$ cat config.mk
export PLATFORM = sky130hd
export DESIGN_NAME = hw_event_status
export DESIGN_NICKNAME = d
export VERILOG_FILES = /design/src/rtl/hwstat_pkg.sv /design/src/rtl/hwstat_sync.sv /design/src/rtl/hwstat_latch_bank.sv /design/src/rtl/hwstat_irq.sv /design/src/rtl/hw_event_status.sv
export SDC_FILE = /design/constraint.sdc
export NUM_CORES = 1
export LEC_CHECK = 0
export BUFFER_PORTS_ARGS = -buffer_cell sky130_fd_sc_hd__buf_2
export CORE_MARGIN = 2
export CORE_UTILIZATION = 45
export CTS_BUF_LIST = sky130_fd_sc_hd__clkbuf_16
export DETAILED_ROUTE_END_ITERATION = 10
export PLACE_DENSITY = 0.73
export REMOVE_ABC_BUFFERS = 1
export SKIP_LAST_GASP = 1
export SYNTH_ARGS = -nofsm -noshare
export SYNTH_HDL_FRONTEND = slang
export SYNTH_HIERARCHICAL = 1
export SYNTH_SLANG_ARGS = --single-unit
$ cat constraint.sdc
create_clock -name clk -period 3.05 [get_ports clk]
set_input_delay 0 -clock clk [delete_from_list [all_inputs] [get_ports clk]]
set_output_delay 0 -clock clk [all_outputs]
set_load 0.02 [all_outputs]
$ cat src/rtl/hwstat_pkg.sv
package hwstat_pkg;
  // Status byte layout (host-decoded, positions are fixed)
  localparam int STAT_W  = 8;
  localparam int B_OT    = 0;
  localparam int B_AUX   = 1;
  localparam int B_PRES1 = 2;
  localparam int B_PRES2 = 3;
  localparam int B_SUP   = 4;
  localparam int B_PROT1 = 5;
  localparam int B_PROT2 = 6;

  localparam logic [STAT_W-1:0] STAT_RST   = 8'h10;
  // latches that force deactivation: all but the auxiliary one
  localparam logic [STAT_W-1:0] DEACT_MASK = 8'h7D;
  // latches that always pull the interrupt
  localparam logic [STAT_W-1:0] HARD_IRQ   = 8'h6D;

  // Raw event bundle
  localparam int RAW_W   = 9;
  localparam int I_PRES  = 0;
  localparam int I_VCCF  = 2;
  localparam int I_RSTF  = 4;
  localparam int I_ALARM = 6;
  localparam int I_OT    = 7;
  localparam int I_AUX   = 8;
  // alarm is taken as active while in reset
  localparam logic [RAW_W-1:0] RAW_RST = 9'h040;
endpackage

$ cat src/rtl/hwstat_sync.sv
module hwstat_sync #(
  parameter int               W       = 9,
  parameter int               STAGES  = 2,
  parameter logic [W-1:0]     RST_VAL = '0
) (
  input  logic         clk,
  input  logic         rst_n,
  input  logic [W-1:0] raw_i,
  output logic [W-1:0] lvl_o,
  output logic [W-1:0] chg_o
);
  localparam int            CW        = $clog2(STAGES + 2);
  localparam logic [CW-1:0] READY_CNT = CW'(STAGES + 1);

  logic [STAGES-1:0][W-1:0] stage_q, stage_d;
  logic [W-1:0]             prev_q;
  logic [CW-1:0]            cnt_q, cnt_d;
  logic                     ready;

  always_comb begin
    for (int s = 0; s < STAGES; s++) begin
      if (s == 0) stage_d[s] = raw_i;
      else        stage_d[s] = stage_q[s-1];
    end
  end

  assign ready = (cnt_q == READY_CNT);
  assign cnt_d = ready ? cnt_q : cnt_q + 1'b1;

  always_ff @(posedge clk or negedge rst_n) begin
    if (!rst_n) begin
      stage_q <= {STAGES{RST_VAL}};
      prev_q  <= RST_VAL;
      cnt_q   <= '0;
    end else begin
      stage_q <= stage_d;
      prev_q  <= stage_q[STAGES-1];
      cnt_q   <= cnt_d;
    end
  end

  assign lvl_o = stage_q[STAGES-1];
  // no change reported until the chain and the history hold real samples
  assign chg_o = ready ? (lvl_o ^ prev_q) : '0;

  // the warm-up counter never passes the ready value
  a_r10_cnt_bound: assert property (@(posedge clk) disable iff (!rst_n)
    ready |=> ready);
endmodule

$ cat src/rtl/hwstat_latch_bank.sv
module hwstat_latch_bank #(
  parameter int           W       = 8,
  parameter logic [W-1:0] RST_VAL = '0
) (
  input  logic         clk,
  input  logic         rst_n,
  input  logic [W-1:0] set_i,
  input  logic [W-1:0] clr_i,
  output logic [W-1:0] q_o
);
  for (genvar i = 0; i < W; i++) begin : g_bit
    logic bit_q, bit_d;

    // a set condition wins over a clear on the same edge
    always_comb bit_d = (bit_q & ~clr_i[i]) | set_i[i];

    always_ff @(posedge clk or negedge rst_n) begin
      if (!rst_n) bit_q <= RST_VAL[i];
      else        bit_q <= bit_d;
    end

    assign q_o[i] = bit_q;

    a_r8_set_wins: assert property (@(posedge clk) disable iff (!rst_n)
      set_i[i] |=> q_o[i]);
    a_r6_clear: assert property (@(posedge clk) disable iff (!rst_n)
      (clr_i[i] && !set_i[i]) |=> !q_o[i]);
    a_r6_hold: assert property (@(posedge clk) disable iff (!rst_n)
      (q_o[i] && !clr_i[i]) |=> q_o[i]);
  end
endmodule

$ cat src/rtl/hwstat_irq.sv
module hwstat_irq
  import hwstat_pkg::*;
(
  input  logic              clk,
  input  logic              rst_n,
  input  logic [STAT_W-1:0] stat_q_i,
  input  logic [STAT_W-1:0] set_i,
  input  logic              aux_en_i,
  input  logic              alarm_lvl_i,
  output logic              int_n_o,
  output logic              emerg_o
);
  logic [STAT_W-1:0] irq_src;
  logic              emerg_q, emerg_d;

  // interrupt sources, auxiliary gated by enable, supervisor by alarm
  always_comb begin
    irq_src          = stat_q_i & HARD_IRQ;
    irq_src[B_AUX]   = stat_q_i[B_AUX] & aux_en_i;
    irq_src[B_SUP]   = stat_q_i[B_SUP] & alarm_lvl_i;
  end
  assign int_n_o = ~(|irq_src);

  // a deactivating latch that is clear now and set next edge
  assign emerg_d = |(DEACT_MASK & set_i & ~stat_q_i);

  always_ff @(posedge clk or negedge rst_n) begin
    if (!rst_n) emerg_q <= 1'b0;
    else        emerg_q <= emerg_d;
  end
  assign emerg_o = emerg_q;

  for (genvar i = 0; i < STAT_W; i++) begin : g_deact
    if (DEACT_MASK[i]) begin : g_chk
      a_r9_rise_pulse: assert property (@(posedge clk) disable iff (!rst_n)
        $rose(stat_q_i[i]) |-> emerg_o);
    end
  end

  a_r9_pulse_has_cause: assert property (@(posedge clk) disable iff (!rst_n)
    emerg_o |-> (|(stat_q_i & DEACT_MASK)));
endmodule

$ cat src/rtl/hw_event_status.sv
module hw_event_status
  import hwstat_pkg::*;
#(
  parameter int SYNC_STAGES = 2
) (
  input  logic        clk,
  input  logic        rst_n,
  input  logic [1:0]  pres_i,
  input  logic [1:0]  vcc_fault_i,
  input  logic [1:0]  rst_fault_i,
  input  logic        alarm_i,
  input  logic        overtemp_i,
  input  logic        aux_irq_i,
  input  logic        aux_en_i,
  input  logic        stat_rd_i,
  output logic [7:0]  stat_o,
  output logic        int_n_o,
  output logic        emerg_stop_o
);
  logic              rst_meta_q, rst_sync_q;
  logic [RAW_W-1:0]  raw, lvl, chg;
  logic [STAT_W-1:0] set_v, clr_v, stat_q;
  logic              alarm_lvl;

  // asynchronous assertion, synchronous release
  always_ff @(posedge clk or negedge rst_n) begin
    if (!rst_n) begin
      rst_meta_q <= 1'b0;
      rst_sync_q <= 1'b0;
    end else begin
      rst_meta_q <= 1'b1;
      rst_sync_q <= rst_meta_q;
    end
  end

  always_comb begin
    raw                  = '0;
    raw[I_PRES +: 2]     = pres_i;
    raw[I_VCCF +: 2]     = vcc_fault_i;
    raw[I_RSTF +: 2]     = rst_fault_i;
    raw[I_ALARM]         = alarm_i;
    raw[I_OT]            = overtemp_i;
    raw[I_AUX]           = aux_irq_i;
  end

  hwstat_sync #(
    .W       (RAW_W),
    .STAGES  (SYNC_STAGES),
    .RST_VAL (RAW_RST)
  ) sync_i (
    .clk   (clk),
    .rst_n (rst_sync_q),
    .raw_i (raw),
    .lvl_o (lvl),
    .chg_o (chg)
  );

  assign alarm_lvl = lvl[I_ALARM];

  // set conditions: edges for presence and auxiliary, levels otherwise
  always_comb begin
    set_v          = '0;
    set_v[B_OT]    = lvl[I_OT];
    set_v[B_AUX]   = chg[I_AUX];
    set_v[B_PRES1] = chg[I_PRES];
    set_v[B_PRES2] = chg[I_PRES+1];
    set_v[B_SUP]   = alarm_lvl;
    set_v[B_PROT1] = lvl[I_VCCF]   | lvl[I_RSTF];
    set_v[B_PROT2] = lvl[I_VCCF+1] | lvl[I_RSTF+1];
  end

  // clear enables for a read strobe
  always_comb begin
    clr_v = '0;
    if (stat_rd_i) begin
      clr_v          = DEACT_MASK;
      clr_v[B_SUP]   = ~alarm_lvl;
      clr_v[B_AUX]   = aux_en_i;
    end
  end

  hwstat_latch_bank #(
    .W       (STAT_W),
    .RST_VAL (STAT_RST)
  ) bank_i (
    .clk   (clk),
    .rst_n (rst_sync_q),
    .set_i (set_v),
    .clr_i (clr_v),
    .q_o   (stat_q)
  );

  hwstat_irq irq_i (
    .clk         (clk),
    .rst_n       (rst_sync_q),
    .stat_q_i    (stat_q),
    .set_i       (set_v),
    .aux_en_i    (aux_en_i),
    .alarm_lvl_i (alarm_lvl),
    .int_n_o     (int_n_o),
    .emerg_o     (emerg_stop_o)
  );

  assign stat_o = stat_q;

  a_r7_sup_held_in_alarm: assert property (@(posedge clk) disable iff (!rst_sync_q)
    (stat_q[B_SUP] && alarm_lvl) |=> stat_q[B_SUP]);
  a_r2_pres1_latch: assert property (@(posedge clk) disable iff (!rst_sync_q)
    chg[I_PRES] |=> stat_q[B_PRES2-1]);
  a_r2_pres2_latch: assert property (@(posedge clk) disable iff (!rst_sync_q)
    chg[I_PRES+1] |=> stat_q[B_PRES2]);
  a_r6_aux_kept_when_masked: assert property (@(posedge clk) disable iff (!rst_sync_q)
    (stat_q[B_AUX] && !aux_en_i) |=> stat_q[B_AUX]);
endmodule

-- Yosys cells after proc, flatten, opt, wreduce, memory -nomap -nowiden
Index checks and enable logic that the tools add are counted.
Widths: inputs -> output; s select.
- add/sub/neg operators: 1
- reductions and logical operators: 2
- equality and inequality tests: 1
- muxes and demuxes: 2
- bitwise logic cells: 32
- operators with widths (kind ; count):
    $and 1x1->1 ; 10
    $mux 9 ; 1
    $not 1->1 ; 9
    $or 1x1->1 ; 9
    $xor 9x9->9 ; 1
    $and 7x8->8 ; 1
    $not 8->8 ; 1
    $reduce_or 8->1 ; 1
    $mux 7 ; 1
    $reduce_or 7->1 ; 1
    $add 2x1->2 const B ; 1
    $eq 2x2->1 const B ; 1
    $not 1->1 const A ; 1
- output and inout port bits: 10
- bits in registers: 40
- logic and storage cells: 53

-- Logic depth before layout (Yosys ltp)
Gate-level depths: netlist of the first run.
- depth after elaboration: 5
- gate-level depth with buffers: 5

-- Hierarchy
The synthesis of the first run kept the hierarchy.
- by module, submodules not included (module ; area an instance (um2) ; times used ; sequential area each (um2) ; cells each):
    hwstat_sync ; 913.4 ; 1 ; 729.4 ; 51
    hwstat_latch_bank ; 351.6 ; 1 ; 201.4 ; 32
    hwstat_irq ; 100.1 ; 1 ; 25.0 ; 15
    hw_event_status ; 82.6 ; 1 ; 50.0 ; 8

-- Least setup slack after synthesis of the first run
OpenSTA, ideal clock, no wires.
- kind: register to register
- from: register sync_i.cnt_q[0]
- to: register irq_i.emerg_q, in the netlist irq_i/emerg_o
- stages on the path, launching flop included: 6
- slack: 1.678 ns
- path buffers: 0
- library setup time: 0.131 ns
- arrival time: 1.240 ns
- path through: dfrtp_1 ha_1 and2_1 inv_1 o22ai_1 or3_1
- longest elaborated chain between the ends: 4
- ends and longest elaborated chain (item ; line ; RTL):
    start: declaration ; hwstat_sync.sv:17 ; logic [CW-1:0] cnt_q, cnt_d;
    start signal: assignment ; hwstat_sync.sv:38 ; cnt_q <= cnt_d;
    $eq 2x2->1 ; hwstat_sync.sv:27 ; assign ready = (cnt_q == READY_CNT);
    $mux 9 ; hwstat_sync.sv:44 ; assign chg_o = ready ? (lvl_o ^ prev_q) : '0;
    via chg[0] ; hw_event_status.sv:21 ; logic [RAW_W-1:0] raw, lvl, chg;
    $and 7x8->8 ; hwstat_irq.sv:25 ; assign emerg_d = |(DEACT_MASK & set_i & ~stat_q_i);
    $reduce_or 8->1 ; hwstat_irq.sv:25 ;
    via irq_i.emerg_d ; hwstat_irq.sv:14 ; logic emerg_q, emerg_d;
    end signal: assignment ; hwstat_irq.sv:29 ; else emerg_q <= emerg_d;
    end: declaration ; hwstat_irq.sv:14 ;
The timed path passes the listed nets, and every way through them passes these cells.
A chain may end at the register's enable or synchronous reset.

-- Final worst setup path of the first run
- from: register bank_i.g_bit[0].bit_q
- to: output int_n_o
- longest elaborated chain between the ends: 2
- ends and longest elaborated chain (item ; line ; RTL):
    start: declaration ; hwstat_latch_bank.sv:12 ; logic bit_q, bit_d;
    start signal: assignment ; hwstat_latch_bank.sv:18 ; if (!rst_n) bit_q <= RST_VAL[i];
    start signal: assignment ; hwstat_latch_bank.sv:19 ; else bit_q <= bit_d;
    $reduce_or 7->1 ; hwstat_irq.sv:22 ; assign int_n_o = ~(|irq_src);
    $not 1->1 ; hwstat_irq.sv:22 ;
    end: declaration ; hw_event_status.sv:17 ; output logic int_n_o,
No other way between the ends.

==> metrics, run 1 <==
critical path peak fanout 4; largest net degree at the start of global routing 25; Peak Freq 728 MHz; sw power 0.000210 W; sequential power share 0.491; crit path from bank_i/g_bit[0].bit_q; worst min path class in2async; Worst IR Drop VDD 0.495 mV; Final setup viols 0; worst path setup slack after routing 1.68 ns; via-per-instance ratio 4.37; slew margin rel. 0.409; critical path class reg2out; Tcrit/Tclk final 0.450; Initial Util 0.482; drt pass-1 iters 4; DIE WIDTH 55.8 um; Fin. Hold Viols 0; post-cts sizing count 0; Clock Tree Buf Depth 2; P_leak 0.754 nW; TritonCTS clock tree done; Finished Cell Area 0.00154 mm^2; Num Clock Sinks 34; worst r2r src sync_i/cnt_q[0]; Clk network pwr share 0.439; global route overflow 0; Chip Height 55.8 um; H-tree levels 2; via count 664; Synth Area per Inst 13.7 um^2; pwr dens 661 mW/mm^2; Mapped Area 0.00121 mm^2; Placed Area 0.00131 mm^2; routability congestion estimate 0.741; setup TNS 0 ns; outcome finished, final reports clean; worst-skew pair later-pin latency 0.27 ns; startpoint class of the critical path flip-flop; GR Util All Layers 0.128; total die area 0.00311 mm^2; row cnt 18; antenna cells 0; layout cells sized above 1 0.270; clk_skew 0.00655 ns; area of the core 0.00250 mm^2; Comb pwr share 0.070; Nets 136; detailed placement HPWL 1180 um; TritonCTS Buffers 5; area delta synth->final 27.8%; antenna-violating nets left 0; CP Capture Type output pin; Ports 23; Routed WL per cell 10.9 um; Tmin final 1.37 ns; Core Util, Final 0.617; first-pass GRT wire length 2900 um; DRT iter0 DRCs 8; WP data required 3.05 ns; Synth Warn # 6; RSZ-0062 raised after global routing false; Worst-path clk slew 0.05 ns; WL final 1650 um; I/O Buffers 22; worst slack, placed 1.68 ns; Least-Margin Pin Slew 0.886 ns; arrival time worst endpoint 1.37 ns; MaxCap Viol Count 0; Final Max Slew Viols 0; initial antenna violation count 0; Int Power 0.000808 W; Sw Share 0.206; cell count after synthesis 88; root buffer cell clkbuf_16; vias in the first global route 672; detailed-route DRC error count 0
==> final cells by class <==
type | instances | area, um^2
fillers | 193 | 958
flip-flops and latches | 34 | 855
multi-input cells | 33 | 243
repair buffers | 33 | 218
clock buffers | 5 | 125
inverters | 14 | 52.6
well taps | 30 | 37.5
clock inverters | 3 | 11.3
==> metal layers <==
metal	track usage	routed length, um	up-vias
li1	-	-	331
met1	0.149	696	308
met2	0.194	806	21
met3	0.0465	118	4
met4	0.0941	34	0
met5	0	0	-
==> flip-flops by register name, indices dropped and copies added, names as in the netlist <==
name                cells
sync_i/prev_q           3
rst_sync_q              1
sync_i/lvl_o            9
irq_i/emerg_o           1
bank_i/g_bit.bit_q      8
sync_i/cnt_q            2
sync_i/stage_d          9
rst_meta_q              1
==> power by group through the flow <==
stage,Sequential [W],Combinational (W),Clock (W)
finish,0.000500,0.0000711,0.000447
global route,0.000504,0.0000790,0.000482
CTS,0.000501,0.0000719,0.000459
detailed placement,0.000509,0.0000623,0
global placement,0.000506,0.0000603,0
floorplan,0.000518,0.0000223,0
==> worst max-delay path, stage by stage (launching register included) <==
cell and delay, ns:
dfrtp_1 0.42, a211oi_1 0.24, nand2_1 0.10, nor4_2 0.14, buf_2 0.20
==> through the flow <==
step                      power (W)  hold slack [ns]  instances
after detailed placement   0.000571           -0.214        134
after global routing        0.00107           0.0597        152
after global placement     0.000566           -0.215        134
after CTS                   0.00103           0.0404        152
final                       0.00102           0.0459        152
after floorplan            0.000541           -0.296         81
==> path summary, 6_finish.rpt <==
path / to / slack, ns / depth (start not counted)
min: rst_meta_q / 0.05 / 2
max in group asynchronous: sync_i/lvl_o[6] / 1.95 / 1
max reg2reg: irq_i/emerg_o / 1.68 / 5
min reg2reg: sync_i/lvl_o[8] / 0.34 / 0
max: int_n_o / 1.68 / 4
min in group clk: bank_i/g_bit[6].bit_q / 0.06 / 3
==> cell usage in the layout, fill, tap and decap left out <==
cell type / count
xnor2_1: 1
dlygate4sd3_1: 10
or2_1: 2
ha_1: 2
buf_4: 1
inv_1: 14
conb_1: 3
o22ai_1: 3
a211oi_1: 1
mux2_4: 1
a21o_1: 8
and2_1: 4
buf_2: 22
dfrtp_1: 31
nand2_1: 2
nor2b_1: 1
or3_1: 1
nor4_2: 1
clkbuf_16: 5
dfstp_2: 3
xor2_1: 3
clkinv_1: 3
==> repair_timing <==
| action | in CTS | in global routing |
|---|---|---|
| setup buffers | 0 | 0 |
| endpoints found under the hold margin | 11 | 0 |
| hold buffers | 10 | 0 |
Note: power is estimated with default switching activity, not from simulation.
==> inputs of run 2 (changes only) <==
==> constraint.sdc (replaced) <==
create_clock -name clk -period 1.27 [get_ports clk]
set_input_delay 0 -clock clk [delete_from_list [all_inputs] [get_ports clk]]
set_output_delay 0 -clock clk [all_outputs]
set_load 0.02 [all_outputs]
==> run 2 against run 1 <==
Compared with the run above:
- the flow now finishes with violations (negative setup slack)
- sequential cell count stayed put
- die area stayed put
- sequential power is 140% higher
- final cell count is 3.3% higher
- core utilization is 2.6 points higher
- first-iteration DRC count is 25% higher
- largest power group unchanged
- highest routed layer unchanged
==> metrics, run 2 (synthesized netlist as in run 1, its figures left out) <==
outcome finished with violations; failing checks negative setup slack; Initial Util 0.482 (unchanged); critical path class reg2reg; WP data required 1.42 ns (-1.63 ns); Tmin final 1.30 ns; crit-path cells ha_2 > and2_4 > inv_2 > o22ai_1 > or3_1; TritonCTS clock tree done; detailed-route DRC error count 0 (unchanged); row cnt 18 (unchanged); drt pass-1 iters 4 (unchanged); detailed placement HPWL 1190 um (+1.3%); Chip Height 55.8 um (unchanged); layout cells sized above 1 0.346 (+0.0760); Peak Freq 772 MHz; WL final 1790 um (+8.3%); arrival time worst endpoint 1.44 ns (+0.07 ns); Comb pwr share 0.082 (+0.012); sequential power share 0.482 (-0.009); family with the most delay on the worst path simple AND/OR/NAND/NOR gates; vias in the first global route 659 (-1.9%); Fin. Hold Viols 0 (unchanged); cell count after placement 136 (+1.5%); critical path peak fanout 3 (-1); sw power 0.000515 W (+140%); GR Util All Layers 0.133 (+0.00509); routability congestion estimate 0.741 (about the same); Worst Path Buf+Inv 1 (unchanged); Ports 23 (unchanged); initial antenna violation count 0 (unchanged); antenna cells 0 (unchanged); Worst IR Drop VDD 1.09 mV (+120%); MaxCap Viol Count 0 (unchanged); Routed WL per cell 11.4 um (+4.8%); worst min path class in2async; startpoint class of the critical path flip-flop; largest net degree at the start of global routing 33 (+32%); area of the core 0.00250 mm^2 (unchanged); CP max stage delay 0.38 ns (-0.04 ns); global route overflow 0 (unchanged); Final Max Slew Viols 0 (unchanged); RSZ-0062 raised after global routing true; P_leak 0.792 nW (+5.0%); TritonCTS Buffers 5 (unchanged); pwr dens 1540 mW/mm^2 (+130%); most common cell after layout, fill and taps aside dfrtp_1; via count 694 (+4.5%); H-tree levels 2 (unchanged); worst path setup slack after routing -0.0251 ns (-1.70 ns); first-pass GRT wire length 2910 um (+0.45%); DIE WIDTH 55.8 um (unchanged); Clk network pwr share 0.436 (-0.003); Worst path slowest cell dfrtp_1; most frequent cells in the layout dfrtp_1 (31), buf_2 (21), inv_1 (16); via-per-instance ratio 4.42 (+1.2%); Worst-path clk slew 0.05 ns (about the same); CP Capture Type flip-flop; total power 0.00247 W (+140%); fin cells 157 (+3.3%); root buffer cell clkbuf_16; Tcrit/Tclk final 1.02; Clock Tree Buf Depth 2 (unchanged); I/O Buffers 22 (unchanged); Num Clock Sinks 34 (unchanged); flop-to-flop setup slack -0.03 ns (-1.70 ns); antenna-violating nets left 0 (unchanged); DRT iter0 DRCs 10 (+2); Nets 141 (+3.7%); area delta synth->final 33.2%; clk_skew 0.00550 ns (-0.00106 ns); total die area 0.00311 mm^2 (unchanged); worst-skew pair later-pin latency 0.27 ns (about the same); Sw Share 0.209 (+0.00224); Final setup viols 1 (+1); Int Power 0.00195 W (+140%)
-- run 2: cell types whose count changed in the layout (fill, tap and decap cells not counted), sizes merged --
cell	before	now
buf	23	28
clkinv	3	0
inv	14	17
-- run 2: final timing paths --
kind | depth (start not counted) | from | to
worst min register to register | 1 | rst_sync_q | bank_i/g_bit[6].bit_q
worst max-delay path | 5 | sync_i/cnt_q[0] | irq_i/emerg_o
worst min-delay path | 2 | rst_n | rst_sync_q
min in group clk | 3 | stat_rd_i | bank_i/g_bit[3].bit_q
worst max register to register | 5 | sync_i/cnt_q[0] | irq_i/emerg_o
max in group asynchronous | 1 | rst_sync_q | bank_i/g_bit[4].bit_q
-- run 2: power groups by stage --
stage / clock network (W) / registers (W) / logic [W]
6_report: 0.00108 / 0.00119 / 0.000202
5_1_grt: 0.00116 / 0.00120 / 0.000222
4_1_cts: 0.00111 / 0.00119 / 0.000200
3_5_place_dp: 0 / 0.00121 / 0.000165
3_3_place_gp: 0 / 0.00120 / 0.000159
2_1_floorplan: 0 / 0.00124 / 0.0000536
-- run 2: what timing repair did --
item	in CTS	in global routing
endpoints found under the hold margin	11	0
hold buffers	10	0
resized for setup	5	2
setup buffers	2	2
endpoints found under the setup margin	2	3
pin swaps	1	3
-- run 2: metrics by stage --
stage / setup TNS, ns / area (um^2) / utilization / hold slack, ns / worst slack (ns)
floorplan: -0.0505 / 1150 / - / -0.296 / -0.0505
global placement: -0.0280 / 1320 / 0.528 / -0.215 / -0.0280
detailed placement: -0.0982 / 1320 / 0.528 / -0.213 / -0.0982
CTS: -0.0842 / 1580 / 0.634 / 0.0333 / -0.0462
global route: -0.191 / 1610 / 0.643 / 0.0495 / -0.130
finish: -0.0251 / 1610 / 0.643 / 0.0354 / -0.0251
-- run 2: metal layers --
| metal | global-route usage | wire length (um) | vias up |
|---|---|---|---|
| met4 | 0.0836 | 47 | 0 |
| met1 | 0.144 | 731 | 331 |
| met3 | 0.0628 | 122 | 6 |
| li1 | - | - | 334 |
| met2 | 0.211 | 890 | 23 |
| met5 | 0 | 0 | - |
-- run 2: final cells by class --
class                      count  area (um^2)
multi-input combinational     33          268
clock buffer                   5          125
tap                           30         37.5
timing repair buffer          38          258
fill                         194          893
inverter                      14         52.6
sequential                    34          855
clock inverter                 3         11.3
